[src/rtl/dual_opnd_alu_pkg.sv]
package dual_opnd_alu_pkg;
   // result select positions, fixed by the one-hot out_sel encoding
   localparam int IDX_SUM = 0;
   localparam int IDX_AND = 1;
   localparam int IDX_OR  = 2;
   localparam int IDX_XOR = 3;
   localparam int NUM_SEL = 4;

   typedef struct packed {
      logic c;
      logic z;
      logic n;
      logic v;
   } alu_flags_t;
endpackage

[src/rtl/opnd_reg.sv]
module opnd_reg #(
   parameter int DATA_W = 8
) (
   input  logic              clk,
   input  logic              rst_n,
   input  logic              ld,
   input  logic              clr,
   input  logic [DATA_W-1:0] d,
   output logic [DATA_W-1:0] q
);
   if (DATA_W < 2) begin : g_bad_w
      $error("opnd_reg: DATA_W must be at least 2");
   end

   always_ff @(posedge clk or negedge rst_n) begin
      if (!rst_n)   q <= '0;
      else if (clr) q <= '0;
      else if (ld)  q <= d;
   end
endmodule

[src/rtl/addsub_unit.sv]
module addsub_unit #(
   parameter int DATA_W = 8,
   parameter bit RIPPLE = 1'b0
) (
   input  logic [DATA_W-1:0] a,
   input  logic [DATA_W-1:0] b,
   input  logic              sub,
   input  logic              raw_cin,
   output logic [DATA_W-1:0] sum,
   output logic              cout_cond
);
   logic [DATA_W-1:0] b_eff;
   logic              cin_eff;
   logic              cout_raw;

   assign b_eff   = b ^ {DATA_W{sub}};
   assign cin_eff = raw_cin ^ sub;

   if (RIPPLE) begin : g_ripple
      logic [DATA_W:0] cy;
      assign cy[0] = cin_eff;
      for (genvar i = 0; i < DATA_W; i++) begin : g_bit
         assign sum[i]  = a[i] ^ b_eff[i] ^ cy[i];
         assign cy[i+1] = (a[i] & b_eff[i]) | (cy[i] & (a[i] ^ b_eff[i]));
      end
      assign cout_raw = cy[DATA_W];
   end else begin : g_flat
      logic [DATA_W:0] wide;
      assign wide     = {1'b0, a} + {1'b0, b_eff} + {{DATA_W{1'b0}}, cin_eff};
      assign sum      = wide[DATA_W-1:0];
      assign cout_raw = wide[DATA_W];
   end

   assign cout_cond = cout_raw ^ sub;
endmodule

[src/rtl/bitwise_unit.sv]
module bitwise_unit #(
   parameter int DATA_W = 8
) (
   input  logic [DATA_W-1:0] a,
   input  logic [DATA_W-1:0] b,
   output logic [DATA_W-1:0] and_o,
   output logic [DATA_W-1:0] or_o,
   output logic [DATA_W-1:0] xor_o
);
   for (genvar i = 0; i < DATA_W; i++) begin : g_bit
      assign and_o[i] = a[i] & b[i];
      assign or_o[i]  = a[i] | b[i];
      assign xor_o[i] = a[i] ^ b[i];
   end
endmodule

[src/rtl/flag_unit.sv]
module flag_unit
   import dual_opnd_alu_pkg::*;
#(
   parameter int DATA_W = 8
) (
   input  logic              clk,
   input  logic              rst_n,
   input  logic              we,
   input  logic              carry_from_cin,
   input  logic              raw_cin,
   input  logic              cout_cond,
   input  logic              sub,
   input  logic [DATA_W-1:0] result,
   input  logic              sum_msb,
   input  logic              w_msb,
   input  logic              xor_msb,
   output alu_flags_t        flags
);
   alu_flags_t nxt;

   always_comb begin
      nxt.c = carry_from_cin ? raw_cin : cout_cond;
      nxt.z = (result == '0);
      nxt.n = sum_msb;
      // effective operand signs agree when the raw MSB xor matches the mode
      nxt.v = ~(xor_msb ^ sub) & (sum_msb ^ w_msb);
   end

   always_ff @(posedge clk or negedge rst_n) begin
      if (!rst_n)  flags <= '0;
      else if (we) flags <= nxt;
   end
endmodule

[src/rtl/dual_opnd_alu.sv]
module dual_opnd_alu
   import dual_opnd_alu_pkg::*;
#(
   parameter int DATA_W = 8,
   parameter bit RIPPLE = 1'b0
) (
   input  logic              clk,
   input  logic              rst_n,
   input  logic [DATA_W-1:0] bus_in,
   input  logic              ld_w,
   input  logic              ld_z,
   input  logic              clr_z,
   input  logic              sub_mode,
   input  logic              cin_use_flag,
   input  logic              cin_force,
   input  logic              carry_from_cin,
   input  logic [3:0]        out_sel,
   input  logic              flags_we,
   output logic [DATA_W-1:0] res_out,
   output logic              res_valid,
   output logic [3:0]        flags_q
);
   localparam int MSB = DATA_W - 1;

   if (NUM_SEL != 4) begin : g_bad_sel
      $error("dual_opnd_alu: select width mismatch");
   end

   logic [DATA_W-1:0] w_q, z_q;
   logic [DATA_W-1:0] sum, and_r, or_r, xor_r;
   logic              cout_cond, raw_cin;
   alu_flags_t        flags;
   logic [DATA_W-1:0] unit_res [NUM_SEL];
   logic [DATA_W-1:0] masked   [NUM_SEL];

   opnd_reg #(.DATA_W(DATA_W)) u_w (
      .clk(clk), .rst_n(rst_n), .ld(ld_w), .clr(1'b0), .d(bus_in), .q(w_q)
   );
   opnd_reg #(.DATA_W(DATA_W)) u_z (
      .clk(clk), .rst_n(rst_n), .ld(ld_z), .clr(clr_z), .d(bus_in), .q(z_q)
   );

   assign raw_cin = cin_force | (cin_use_flag & flags.c);

   addsub_unit #(.DATA_W(DATA_W), .RIPPLE(RIPPLE)) u_add (
      .a(w_q), .b(z_q), .sub(sub_mode), .raw_cin(raw_cin),
      .sum(sum), .cout_cond(cout_cond)
   );

   bitwise_unit #(.DATA_W(DATA_W)) u_bit (
      .a(w_q), .b(z_q), .and_o(and_r), .or_o(or_r), .xor_o(xor_r)
   );

   assign unit_res[IDX_SUM] = sum;
   assign unit_res[IDX_AND] = and_r;
   assign unit_res[IDX_OR]  = or_r;
   assign unit_res[IDX_XOR] = xor_r;

   for (genvar k = 0; k < NUM_SEL; k++) begin : g_mask
      assign masked[k] = unit_res[k] & {DATA_W{out_sel[k]}};
   end

   always_comb begin
      res_out = '0;
      for (int k = 0; k < NUM_SEL; k++) res_out = res_out | masked[k];
   end
   assign res_valid = |out_sel;

   flag_unit #(.DATA_W(DATA_W)) u_flg (
      .clk(clk), .rst_n(rst_n), .we(flags_we), .carry_from_cin(carry_from_cin),
      .raw_cin(raw_cin), .cout_cond(cout_cond), .sub(sub_mode),
      .result(res_out), .sum_msb(sum[MSB]), .w_msb(w_q[MSB]),
      .xor_msb(xor_r[MSB]), .flags(flags)
   );

   assign flags_q = flags;
endmodule

[config.mk]
export PLATFORM = sky130hd
export DESIGN_NAME = dual_opnd_alu
export DESIGN_NICKNAME = d
export VERILOG_FILES = /design/src/rtl/dual_opnd_alu_pkg.sv /design/src/rtl/opnd_reg.sv /design/src/rtl/addsub_unit.sv /design/src/rtl/bitwise_unit.sv /design/src/rtl/flag_unit.sv /design/src/rtl/dual_opnd_alu.sv
export SDC_FILE = /design/constraint.sdc
export NUM_CORES = 1
export LEC_CHECK = 0
export ABC_CLOCK_PERIOD_IN_PS = 4400
export BUFFER_PORTS_ARGS = -buffer_cell sky130_fd_sc_hd__buf_2
export CORE_MARGIN = 3
export CORE_UTILIZATION = 54
export DETAILED_ROUTE_END_ITERATION = 10
export GPL_TIMING_DRIVEN = 0
export PLACE_DENSITY = 0.79
export SYNTH_ARGS = -nofsm -noshare
export SYNTH_HDL_FRONTEND = slang
export SYNTH_SLANG_ARGS = --single-unit
[constraint.sdc]
create_clock -name clk -period 4.4 [get_ports clk]
set_clock_uncertainty 0.2 [all_clocks]
set_input_delay 0.44 -clock clk [delete_from_list [all_inputs] [get_ports clk]]
set_output_delay 0.44 -clock clk [all_outputs]
set_load 0.01 [all_outputs]
==> out/metrics.yaml <==
layout:
  multiInputGateArea_um2: 1040
  n_fill_cell: 231
  drive_gt1_share_pct: 18.9
  diodes: 0
  area_delta_synth_final_pct: 15.3
  final_nets: 265
  final_util_pct: 67.1
  regArea_um2: 500
clock_network:
  clock_sinks: 20
  cts_buffers: 3
  cts_resized: 0
  hold_buffers: 1
  cts_setup_buffers: 0
  cts_tree: "built"
  cts_max_path_buffers: 2
  clk_pin_slew_worst_paths_ps: 130
  root_buffer: "clkbuf_4"
  clock_latency_ps: 320
  htree_levels: 1
drt:
  met2_length_um: 1870
  vias_per_cell: 5.73
  wl_um: 3910
  drt_iter0_drc: 95
  top_layer: "met4"
  met3_length_um: 192
  dr.pass1.iters: 5
  avgRoutedWirePerCell_um: 15.8
  met1_length_um: 1820
  drtAntennaViolNets: 0
  vias: 1421
  drcViolationCount: 0
floorplanning:
  rows: 19
  initial_core_util_pct: 58.2
  die_w_um: 61.2
  core_um2: 2830
  dieArea_um2: 3750
  die_y_um: 61.2
  io_pins: 35
sta:
  period_needed_ps: 4060
  fin_setup_tns_ps: 0
  hold_violations: 0
  slew_viol_final: 0
  slew_headroom_pct: 53.2
  rsz0062_at_grt: "no"
  tightestPinTransition_ps: 702
  period_share_pct: 92.3
  setup_violations: 0
  fmax_ghz: 0.246
place:
  io_buffers: 30
  place_congestion: 0.936
  dp_hpwl_um: 3110
global_route:
  grt_remaining_overflow: 0
  track_usage_pct: 23.1
  grt_pass1_vias: 1379
  grt_first_pass_wirelength_um: 6440
  grt_max_degree: 21
  antenna_found_initial: 0
synth:
  synth_cell_types: 34
  avgSynthCellArea_um2: 9.05
  synth_nets: 229
  synth_cells: 182
  ys_seq_area_share_pct: 30.4
  ys.flop_type: "dfrtp_1"
  synth-edff-count: 0
  yosys_warnings: 0
  synth.ff_latch_count: 20
  ys_async_sr_fraction_pct: 100
  synth_area_um2: 1650
worst_setup_path:
  reg2reg_depth: 10
  crit_path_max_fanout: 10
  arrival_ps: 3420
  startpoint_type: "primary input"
  r2r_start: "u_flg.flags[3]$_DFFE_PN0P_"
  end_kind: "output port"
  path_class: "in2out"
  required_ps: 3760
  rr_endpoint: "u_flg.flags[2]$_DFFE_PN0P_"
  rrSetupSlack_ps: 1180
power:
  power_density_nw_per_um2: 333
  ir_worst_vdd_uv: 286
  power_leakage_nw: 0.972
hold_path:
  hold_class: "in2reg"
  hold_end: "u_flg.flags[3]$_DFFE_PN0P_"
  hold_depth: 2
  hold_start: "carry_from_cin"
job:
  cap_violations: 0
run_status:
  status: "finished, final reports clean"
[per-layer routing]
metal / vias to the layer above / global-route usage, %
met5: - / 0
met4: 0 / 7.12
met3: 4 / 3.35
met2: 51 / 37.0
met1: 666 / 32.4
li1: 700 / -
[state kept, by name, indices dropped and copies added, names as in the netlist]
register     cells
u_flg.flags      4
u_w.q            8
u_z.q            8
[where the power goes]
| part | internal [W] | switching, W |
|---|---|---|
| clock | 0.0000921 | 0.0000635 |
| sequential | 0.000204 | 0.0000181 |
| combinational | 0.000112 | 0.000144 |
[worst max path at each step]
stage / start / end / cells after the start
2_1_floorplan: sub_mode / res_out[6] / 9
3_3_place_gp: sub_mode / res_out[6] / 11
3_5_place_dp: sub_mode / res_out[6] / 11
4_1_cts: sub_mode / res_out[6] / 11
5_1_grt: sub_mode / res_out[6] / 11
6_report: sub_mode / res_out[6] / 11
[synthesized netlist by cell type (2+ instances only)]
cell      count  area, um^2
o21bai_1      2        15.0
o31ai_1       4        30.0
a211oi_2      2        25.0
a21o_1        2        15.0
ha_1         23         288
xnor2_1       6        52.6
fa_1          2        40.0
a221o_1       3        30.0
nand2_1      19        71.3
nor3_1        2        10.0
dfrtp_1      20         500
o21ai_0      16        80.1
a21oi_1       5        25.0
nor2_1       13        48.8
xor2_1       10        87.6
clkbuf_1      4        15.0
o21ai_1       2        10.0
a222oi_1      3        30.0
mux2i_1       8        80.1
buf_1         2        7.51
a211oi_1      2        15.0
inv_1        20        75.1
[critical path, cell delays in order]
cell and delay (ps):
buf_2 90, buf_1 540, xor2_1 180, fa_1 500, fa_1 480, a211oi_2 250, o21bai_1 140, a21o_1 200
xnor2_1 120, o221ai_1 280, buf_2 200
[per-stage QoR]
stage | cell area [um^2] | setup WS (ps) | instances | power (W) | hold slack [ps]
final | 1900 | 339 | 248 | 0.000633 | 111
after floorplan | 1650 | 895 | 182 | 0.000396 | -55.6
after global placement | 1840 | 462 | 243 | 0.000463 | 206
after CTS | 1900 | 370 | 248 | 0.000632 | 107
after global routing | 1900 | 218 | 248 | 0.000671 | 123
after detailed placement | 1840 | 403 | 243 | 0.000476 | 218
[cell usage in the layout (no fill, tap or decap), types with 2 or more instances in the layout]
cell type	Yosys	layout
buf_1	2	2
nor2_1	13	13
inv_1	20	20
clkbuf_1	4	4
ha_1	23	23
dfrtp_1	20	20
o21ai_0	16	16
o21ai_1	2	2
nor3_1	2	2
a221o_1	3	3
a211oi_2	2	2
o31ai_1	4	4
o21bai_1	2	2
xnor2_1	6	6
a21o_1	2	2
nand2_1	19	19
fa_1	2	2
buf_2	0	30
mux2i_1	8	8
xor2_1	10	10
a21oi_1	5	5
a222oi_1	3	3
clkbuf_4	0	3
a211oi_1	2	2
[kinds of logic after synthesis]
kind of cell,synth area share (%)
adders and majority gates,19.9
xor gates and xnor gates,8.50
muxes,5.54
AOI/OAI and AO/OA,20.3
buffers and inverters,6.38
and+or+nand+nor,9.04
DFF,30.4
[cell type report]
class	instances	share of cell area, %
Multi-Input combinational cell	134	54.9
Sequential cell	20	26.4
Timing Repair Buffer	31	8.43
Inverter	22	4.35
Tap cell	31	2.04
Clock inverter	1	1.58
Clock buffer	3	1.19
Buffer	6	1.19
(Power assumes the default switching activity.)
